### config.mk
export PLATFORM = sky130hd
export DESIGN_NAME = bridge_ctl_regs
export DESIGN_NICKNAME = d
export VERILOG_FILES = /design/src/rtl/bcrf_pkg.sv /design/src/rtl/bcrf_decode.sv /design/src/rtl/bcrf_store.sv /design/src/rtl/bcrf_rstreq.sv /design/src/rtl/bridge_ctl_regs.sv
export SDC_FILE = /design/constraint.sdc
export NUM_CORES = 1
export LEC_CHECK = 0
export CORE_MARGIN = 3
export CORE_UTILIZATION = 39
export DETAILED_ROUTE_END_ITERATION = 10
export DONT_BUFFER_PORTS = 1
export SYNTH_ARGS = -nofsm -noshare
export SYNTH_HDL_FRONTEND = slang
export SYNTH_HIERARCHICAL = 1
export SYNTH_SLANG_ARGS = --single-unit
### constraint.sdc
create_clock -name clk -period 4.8 [get_ports clk]
set_clock_uncertainty 0.15 [all_clocks]
set_input_delay 0.24 -clock clk [delete_from_list [all_inputs] [get_ports clk]]
set_output_delay 0.24 -clock clk [all_outputs]
set_load 0.02 [all_outputs]
### src/rtl/bcrf_pkg.sv
package bcrf_pkg;

    parameter int DATA_W    = 32;
    parameter int NUM_WORDS = 28;
    parameter int ADDR_W    = 8;
    localparam int OFF_W    = ADDR_W - 2;

    // word indexes whose behaviour is not plain storage
    localparam int CFG_IDX  = 1;
    localparam int SET_IDX  = 12;
    localparam int CLR_IDX  = 13;
    localparam int EN_IDX   = 14;
    localparam int ISR_IDX  = 15;
    localparam int RST_BIT  = 2;

    typedef enum logic [2:0] {
        K_NONE,
        K_PLAIN,
        K_CFG,
        K_SET,
        K_CLR,
        K_RO
    } wkind_e;

    typedef logic [NUM_WORDS-1:0][DATA_W-1:0] word_bank_t;

    function automatic logic [DATA_W-1:0] reset_word(input int idx);
        logic [DATA_W-1:0] v;
        case (idx)
            0:       v = 32'h0000_0C40;
            1:       v = 32'h0000_1384;
            2:       v = 32'h2BFF_8010;
            3:       v = 32'h255E_0091;
            4:       v = 32'h0000_6140;
            7:       v = 32'h0000_01FF;
            8:       v = 32'h0000_01FF;
            26:      v = 32'h0000_0008;
            27:      v = 32'h1000_0000;
            default: v = '0;
        endcase
        return v;
    endfunction

endpackage

### src/rtl/bcrf_decode.sv
module bcrf_decode
    import bcrf_pkg::*;
#(
    parameter int AW = ADDR_W,
    parameter int NW = NUM_WORDS
) (
    input  logic [AW-1:0]   addr,
    output logic [AW-3:0]   idx,
    output logic            in_range,
    output wkind_e          kind
);
    localparam int IW = AW - 2;

    logic [1:0] unused_lo;
    assign unused_lo = addr[1:0];

    always_comb begin
        idx      = addr[AW-1:2];
        in_range = (int'(idx) < NW);
        kind     = K_NONE;
        if (in_range) begin
            if (idx == IW'(CFG_IDX))
                kind = K_CFG;
            else if (idx == IW'(SET_IDX))
                kind = K_SET;
            else if (idx == IW'(CLR_IDX))
                kind = K_CLR;
            else if (idx == IW'(EN_IDX) || idx == IW'(ISR_IDX))
                kind = K_RO;
            else
                kind = K_PLAIN;
        end
    end
endmodule

### src/rtl/bcrf_store.sv
module bcrf_store
    import bcrf_pkg::*;
#(
    parameter int DW = DATA_W,
    parameter int NW = NUM_WORDS,
    parameter int IW = OFF_W
) (
    input  logic                     clk,
    input  logic                     rst_n,
    input  logic                     wr_en,
    input  wkind_e                   kind,
    input  logic [IW-1:0]            idx,
    input  logic [DW-1:0]            wdata,
    output logic [NW-1:0][DW-1:0]    words
);
    typedef struct packed {
        logic [NW-1:0][DW-1:0] w;
    } st_t;

    st_t st_d, st_q;

    always_comb begin
        st_d = st_q;
        if (wr_en) begin
            for (int k = 0; k < NW; k++) begin
                if (idx == IW'(k)) begin
                    unique case (kind)
                        K_PLAIN, K_CFG, K_SET, K_CLR: st_d.w[k] = wdata;
                        default: ;
                    endcase
                end
            end
            if (kind == K_SET)
                st_d.w[EN_IDX] = st_q.w[EN_IDX] | wdata;
            else if (kind == K_CLR)
                st_d.w[EN_IDX] = st_q.w[EN_IDX] & ~wdata;
        end
    end

    generate
        for (genvar g = 0; g < NW; g++) begin : g_word
            always_ff @(posedge clk or negedge rst_n) begin
                if (!rst_n)
                    st_q.w[g] <= reset_word(g);
                else
                    st_q.w[g] <= st_d.w[g];
            end
        end
    endgenerate

    assign words = st_q.w;

    // every bit written to the set word is on in the enable word afterwards
    assert_enable_set_R3: assert property (@(posedge clk) disable iff (!rst_n)
        (wr_en && kind == K_SET) |=> ((st_q.w[EN_IDX] & $past(wdata)) == $past(wdata)));

    // every bit written to the clear word is off in the enable word afterwards
    assert_enable_clear_R4: assert property (@(posedge clk) disable iff (!rst_n)
        (wr_en && kind == K_CLR) |=> ((st_q.w[EN_IDX] & $past(wdata)) == '0));

    // a write aimed at a protected word leaves the whole bank unchanged
    assert_protected_write_R5: assert property (@(posedge clk) disable iff (!rst_n)
        (wr_en && kind == K_RO) |=> (st_q == $past(st_q)));

    // a write outside the map leaves the whole bank unchanged
    assert_oob_write_R8: assert property (@(posedge clk) disable iff (!rst_n)
        (wr_en && kind == K_NONE) |=> (st_q == $past(st_q)));
endmodule

### src/rtl/bcrf_rstreq.sv
module bcrf_rstreq (
    input  logic clk,
    input  logic rst_n,
    input  logic cfg_wr,
    input  logic old_bit,
    input  logic new_bit,
    output logic req
);
    typedef struct packed {
        logic req;
    } st_t;

    st_t st_d, st_q;

    always_comb begin
        st_d     = st_q;
        st_d.req = cfg_wr && !old_bit && new_bit;
    end

    always_ff @(posedge clk or negedge rst_n) begin
        if (!rst_n)
            st_q <= '0;
        else
            st_q <= st_d;
    end

    assign req = st_q.req;

    // the request never lasts longer than one cycle
    assert_req_single_R6: assert property (@(posedge clk) disable iff (!rst_n)
        req |=> !req);

    // a write without a 0-to-1 step on the bit raises no request
    assert_no_false_req_R7: assert property (@(posedge clk) disable iff (!rst_n)
        !(cfg_wr && new_bit && !old_bit) |=> !req);
endmodule

### src/rtl/bridge_ctl_regs.sv
module bridge_ctl_regs
    import bcrf_pkg::*;
#(
    parameter int DW = DATA_W,
    parameter int NW = NUM_WORDS,
    parameter int AW = ADDR_W
) (
    input  logic            clk,
    input  logic            rst_n,
    input  logic [AW-1:0]   reg_addr,
    input  logic            reg_wr_en,
    input  logic [DW-1:0]   reg_wr_data,
    output logic [DW-1:0]   reg_rd_data,
    output logic            sys_rst_req
);
    localparam int IW = AW - 2;

    logic [IW-1:0]         idx;
    logic                  in_range;
    wkind_e                kind;
    logic [NW-1:0][DW-1:0] words;

    bcrf_decode #(.AW(AW), .NW(NW)) u_decode (
        .addr     (reg_addr),
        .idx      (idx),
        .in_range (in_range),
        .kind     (kind)
    );

    bcrf_store #(.DW(DW), .NW(NW), .IW(IW)) u_store (
        .clk   (clk),
        .rst_n (rst_n),
        .wr_en (reg_wr_en),
        .kind  (kind),
        .idx   (idx),
        .wdata (reg_wr_data),
        .words (words)
    );

    bcrf_rstreq u_rstreq (
        .clk     (clk),
        .rst_n   (rst_n),
        .cfg_wr  (reg_wr_en && kind == K_CFG),
        .old_bit (words[CFG_IDX][RST_BIT]),
        .new_bit (reg_wr_data[RST_BIT]),
        .req     (sys_rst_req)
    );

    always_comb begin
        reg_rd_data = '0;
        for (int k = 0; k < NW; k++) begin
            if (in_range && idx == IW'(k))
                reg_rd_data = words[k];
        end
    end

    // unmapped addresses read as zero
    assert_oob_read_R8: assert property (@(posedge clk) disable iff (!rst_n)
        !in_range |-> (reg_rd_data == '0));

    // a request follows only a qualifying write to the configuration word
    assert_req_cause_R6: assert property (@(posedge clk) disable iff (!rst_n)
        sys_rst_req |-> $past(reg_wr_en && kind == K_CFG && reg_wr_data[RST_BIT]));
endmodule

==> flow_metrics.py, run 1 <==
metrics = {
    "run_status": {
        "status": "finished, violations left",
        "violations": "hold timing, slew limit",
    },
    "synthesis": {
        "synth_warnings": 6,
        "synth_largest_area_cell": "dfrtp_1",
        "post_synth_num_cell_types": 80,
        "yosys-top-cells-area": "dfrtp_1 (49%), mux2_2 (25%), mux4_2 (4.5%)",
        "synthArstFlopShare_pct": 100,
        "netlist_instances": 3203,
        "synth_fp_nets": 3246,
        "syn_area_per_cell_sq_um": 13.3,
        "synth_common_cells": "mux2_2 (959), dfrtp_1 (840), clkbuf_1 (226), a21oi_1 (109)",
        "synth_top_area_share_pct": 49.3,
        "synth-seq-area-share_pct": 52.8,
        "syn_area_sq_um": 42600,
        "synth_edf_count": 0,
        "synthMostInstantiatedCell": "mux2_2",
        "ys_ff_latch": 897,
        "synth-main-ff-cell": "dfrtp_1",
    },
    "finish": {
        "drive_gt1_share_pct": 44.4,
        "finalNonFillerCells": 4638,
        "layout.nets": 3195,
        "fill_cells": 9896,
        "areaGrowthSynthToFinish_pct": 12.6,
    },
    "sta": {
        "hold_viol": 28,
        "min_period_ns": 3.90,
        "fmax_mhz": 256,
        "fin_tns_setup_ns": 0,
        "tightest_slew_ns": 1.52,
        "holdWs_ns": -0.0411,
        "slew_viol_final": 44,
        "rsz0062_at_grt": "no",
        "slew_headroom_pct": -1.32,
        "min_period_over_period_pct": 81.2,
        "setup_violations": 0,
    },
    "setup_path": {
        "r2r_cells": 2,
        "worstPathRequired_ns": 4.41,
        "path_max_fanout": 87,
        "r2r_end": "u_store/words[384]$_DFFE_PN0P_",
        "end_kind": "output pin",
        "critPathKind": "input pin to output pin",
        "crit_chain": "a31oi_1 -> buf_4 -> or4b_1 -> nor2_4 -> buf_4 -> nand2_1 -> o211ai_1 -> nand3_1 -> a21oi_1 -> buf_4",
        "path_common_cell": "buf_4",
        "crit_path_start_kind": "input pin",
        "crit_path_start": "reg_addr[4]",
        "r2r_slack_ns": 3.30,
        "r2r_start": "u_store/words[384]$_DFFE_PN0P_",
        "arrival_ns": 3.51,
        "cp_slowest_stage_delay_ns": 0.80,
        "cp_slowest_cell": "or4b_1",
        "cp-endpoint": "reg_rd_data[0]",
    },
    "grt": {
        "antenna_found_initial": 5,
        "grt_pass1_wl_um": 193000,
        "grt_max_degree": 898,
        "grt_pass1_vias": 27631,
        "grt_overflow": 0,
        "grtUsageTotal_pct": 23.0,
    },
    "clocking": {
        "cts_resized": 0,
        "cts-root-buf": "clkbuf_16",
        "clk_latency_ns": 0.65,
        "cts.sinks": 897,
        "clk_pin_slew_ns": 0.06,
        "clockBufferDepth": 3,
        "numCtsBuffers": 98,
        "cts_tree": "built",
        "cts_max_level": 3,
    },
    "place": {
        "dp_hpwl_um": 75000,
        "gp_congestion": 0.822,
        "numPlacedInstances": 4402,
        "numPortBuffers": 0,
    },
    "floorplan": {
        "rows": 120,
        "coreArea_sq_um": 108000,
        "dieArea_sq_um": 113000,
        "fp.dieW_um": 337,
        "fp.dieH_um": 337,
        "start_util_pct": 39.5,
        "top_level_ports": 76,
    },
    "power": {
        "irDropWorstVdd_v": 0.000310,
        "power.leakage_nw": 22.5,
        "power.density_nw_per_um2": 369,
    },
    "flow_run": {
        "drv_cap": 0,
    },
    "route": {
        "drt_iter0_markers": 2890,
        "dr.pass1.iters": 5,
        "wl_um": 132000,
        "wl_per_cell_um": 28.4,
        "viasPerCell": 6.06,
        "antenna_left": 0,
        "dr_total_vias": 28092,
        "drc": 0,
    },
    "worst_hold_path": {
        "hold_class": "input pin to async pin",
    },
}
[critical path: cells and delay by family]
family                 cells  cell delay, ns
buffers and inverters      3            0.84
AO/OA/AOI/OAI              3            0.74
AND/OR/NAND/NOR            4            1.58
[registers in the layout (all words and copies together) (netlist names)]
signal	count
u_rstreq/req	1
u_store/words	896
[layout make-up]
| type | count | area (sq um) | area share (%) |
|---|---|---|---|
| antenna | 2 | 5.00 | 0.0104 |
| timing repair buffer | 184 | 1700 | 3.55 |
| clock inverter | 24 | 246 | 0.514 |
| multi-input combinational | 1961 | 18800 | 39.1 |
| inverter | 10 | 37.5 | 0.0782 |
| sequential | 897 | 22500 | 46.9 |
| clock buffer | 157 | 2970 | 6.18 |
| tap | 1403 | 1760 | 3.66 |
[cell usage in the layout (no fill, tap or decap), types with 7 or more instances in the layout]
cell type      synthesis  layout
a211oi_1              49      49
a21oi_1              109     108
a221oi_1               9       9
a22o_1                35      35
a22oi_1               46      46
a31oi_1                7       7
a32oi_1               11      11
buf_12                 0       9
buf_4                 21     127
clkbuf_1             226      32
clkbuf_16              0     100
clkbuf_8               0      25
clkinv_2               0      14
dfrtp_1              840     840
dfstp_2               57      57
dlygate4sd3_1          0      43
inv_1                 10       9
mux2_2               959     959
mux2i_1               37      37
mux4_2                85      85
nand2_1               80      76
nand2b_1              30      30
nand3_1               30      21
nand3_2                1      10
nand4_1               17      17
nor2_1                95      94
nor2b_1               16      16
nor4_1                 8       8
o211ai_1              57      57
o21ai_0               41      40
o221ai_1              14      14
o22a_1                18      18
o22ai_1               95      94
[routing by layer]
layer | share of wire (%) | vias up | GRT usage [%]
met2 | 46 | 903 | 36.1
li1 | - | 11898 | -
met5 | 0.024 | - | 0
met1 | 44 | 15041 | 32.3
met3 | 6.5 | 246 | 3.95
met4 | 3.5 | 4 | 7.99
[worst min-delay path by stage]
stage                     startpoint                             end  slack (ns)  cells after the start
after floorplan                rst_n          u_rstreq/req$_DFF_PN0_       -0.21                      0
after global placement         rst_n  u_store/words[882]$_DFFE_PN0P_       -0.07                      0
after detailed placement       rst_n  u_store/words[882]$_DFFE_PN0P_       -0.08                      0
after CTS                      rst_n  u_store/words[817]$_DFFE_PN0P_       -0.81                      0
after global routing           rst_n  u_store/words[818]$_DFFE_PN0P_      0.0006                      2
final                          rst_n  u_store/words[818]$_DFFE_PN0P_       -0.04                      2
[what timing repair did]
| action | 4_1_cts | 5_1_grt |
|---|---|---|
| buffers inserted | 0 | 0 |
| hold buffers | 47 | 2 |
| hold endpoints to repair | 1794 | 491 |
[kinds of logic (layout without fill, tap and decap cells)]
family	after synthesis	in the layout	share of synthesized area, %
other cells	0	2	0
simple gates	333	333	4.09
mux	1081	1081	30.7
flops	897	897	52.8
compound gates	547	547	8.95
buf+inv	345	375	3.40
[per-stage QoR]
step	power [mW]	utilization, %	hold WS [ns]	setup slack (ns)	area (sq um)
2_1_floorplan	9.80	-	-0.206	1.99	42600
3_3_place_gp	9.93	40.9	-0.0742	1.06	44100
3_5_place_dp	9.99	40.9	-0.0773	1.03	44100
4_1_cts	17.7	44.4	-0.815	1.01	47800
5_1_grt	18.4	44.5	0.000622	0.801	48000
6_report	17.7	44.5	-0.0411	0.901	48000
[power breakdown]
group	switching (mW)	leakage (nW)	total, mW	internal [mW]
logic	0.794	8.90	1.66	0.862
clock network	3.12	1.59	7.51	4.39
registers	0.312	12.1	8.54	8.23
total	4.22	22.5	17.7	13.5
Power figures use the tool's default switching activity.
==> run 2, diff against run 1 <==
- clock period: 4.8 -> 3.2 ns (I/O delays scaled with it)
==> run 2 against run 1 <==
  * The flow finishes with violations (hold timing)
  * Final cell count increased by 1.4%
  * Highest routed layer unchanged
  * Worst setup slack worse by 0.83 ns
  * First-iteration DRC count fell by 15%
  * Largest cell class unchanged
  * Routed wire length rose by 1.0%
  * Cell area up 2.1%
  * Sequential cell count unchanged
  * Combinational power up 54%
  * Via count up 0.46%
==> flow_metrics.py, run 2 (synthesis gave the netlist of run 1 again) <==
metrics = {
    "power": {
        "irDropWorstVdd_v": 0.000407,
        "power.leakage_nw": 23.0,
        "power.density_nw_per_um2": 557,
        "totalPowerFinal_mw": 27.3,
    },
    "place": {
        "gp_congestion": 0.812,
        "numPortBuffers": 0,
        "dp_hpwl_um": 75800,
        "place_area_sq_um": 44700,
    },
    "route": {
        "drc": 0,
        "wl_per_cell_um": 28.3,
        "antenna_left": 0,
        "dr.pass1.iters": 5,
        "wl_um": 133000,
        "drt_iter0_markers": 2465,
        "viasPerCell": 6.00,
        "dr_total_vias": 28221,
    },
    "grt": {
        "grtUsageTotal_pct": 23.2,
        "grt_max_degree": 898,
        "antenna_found_initial": 4,
        "grt_overflow": 0,
        "grt_pass1_wl_um": 195000,
        "grt_pass1_vias": 28107,
    },
    "floorplan": {
        "start_util_pct": 39.5,
        "top_level_ports": 76,
        "fp.dieH_um": 337,
        "fp.dieW_um": 337,
        "rows": 120,
        "dieArea_sq_um": 113000,
        "coreArea_sq_um": 108000,
    },
    "setup_path": {
        "crit_path_start": "reg_addr[3]",
        "cp-endpoint": "reg_rd_data[9]",
        "r2r_cells": 2,
        "r2r_slack_ns": 1.78,
        "worstPathRequired_ns": 2.89,
        "crit_path_start_kind": "input pin",
        "end_kind": "output pin",
        "arrival_ns": 2.82,
        "path_max_fanout": 248,
        "r2r_end": "u_store/words[475]$_DFFE_PN0P_",
        "r2r_start": "u_store/words[475]$_DFFE_PN0P_",
        "critPathKind": "input pin to output pin",
    },
    "sta": {
        "setup_violations": 0,
        "fin_tns_setup_ns": 0,
        "holdWs_ns": -0.975,
        "min_period_over_period_pct": 97.9,
        "tightest_slew_ns": 1.43,
        "slew_viol_final": 0,
        "fmax_mhz": 319,
        "rsz0062_at_grt": "no",
        "min_period_ns": 3.13,
        "hold_viol": 252,
        "slew_headroom_pct": 4.57,
    },
    "clocking": {
        "cts-root-buf": "clkbuf_16",
        "cts.sinks": 897,
        "ctsHoldBuffers": 52,
        "cts_tree": "built",
        "clk_pin_slew_ns": 0.06,
        "clockBufferDepth": 3,
        "cts_max_level": 3,
        "numCtsBuffers": 99,
        "clk_latency_ns": 0.68,
    },
    "finish": {
        "final_cell_mix": "mux2_2 (959), dfrtp_1 (840), buf_4 (164)",
        "final_area_sq_um": 49000,
        "areaGrowthSynthToFinish_pct": 15.0,
        "final_common_cell": "mux2_2",
        "largest_reg_flops": 896,
        "drive_gt1_share_pct": 46.1,
        "layout.nets": 3257,
    },
    "flow_run": {
        "drv_cap": 0,
    },
    "run_status": {
        "violations": "hold timing",
        "status": "finished, violations left",
    },
    "worst_hold_path": {
        "hold_class": "input pin to async pin",
    },
}
-- run 2: routing by layer --
metal  part of all wire (%)  track usage, %
met5                 0.0098               0
met3                    5.9            4.00
met2                     46            36.3
met1                     45            32.8
met4                    3.2            7.79
-- run 2: layout make-up --
class                           instances  area, sq um
Timing Repair Buffer                  244         2440
Clock buffer                          144         2950
Tap cell                             1403         1760
Sequential cell                       897        22500
Antenna cell                            3         7.51
Fill cell                            9679        58800
Multi-Input combinational cell       1962        18800
Inverter                               10         37.5
Clock inverter                         42          470
-- run 2: worst max-delay path, stage by stage --
cell and delay [ns]:
nand2b_1 0.66, buf_4 0.36, o22ai_1 0.21, nor2_1 0.06
o21ai_0 0.23, nor4bb_2 0.44, o22ai_2 0.24, buf_4 0.25
-- run 2: worst min path at each step --
stage | to | slack, ns | cells past startpoint
global route | u_store/words[117]$_DFFE_PN0P_ | -1.01 | 0
floorplan | u_rstreq/req$_DFF_PN0_ | -0.29 | 0
finish | u_store/words[117]$_DFFE_PN0P_ | -0.98 | 0
CTS | u_store/words[117]$_DFFE_PN0P_ | -0.88 | 0
global placement | u_store/words[117]$_DFFE_PN0P_ | -0.14 | 0
detailed placement | u_store/words[21]$_DFFE_PN0P_ | -0.14 | 0
-- run 2: metrics by stage --
stage	util (%)	setup WS (ns)	instances	hold slack [ns]
floorplan	-	0.468	3203	-0.286
global route	45.4	0.00493	4704	-1.01
finish	45.4	0.0669	4705	-0.975
global placement	41.5	0.0477	4455	-0.142
detailed placement	41.5	0.0449	4455	-0.144
CTS	45.3	0.0296	4693	-0.883
-- run 2: where the power goes --
group | internal [mW] | total (mW) | leakage [nW] | switching (mW)
registers | 12.3 | 12.8 | 12.1 | 0.475
clock network | 7.05 | 11.9 | 1.68 | 4.84
logic | 1.35 | 2.55 | 9.31 | 1.21
total | 20.7 | 27.3 | 23.0 | 6.52
-- run 2: timing repair --
item,CTS,global route
pin swaps,0,2
resized for setup,2,6
hold endpoints to repair,1794,246
cloned,0,2
setup buffers,0,3
endpoints found under the setup margin,2,20
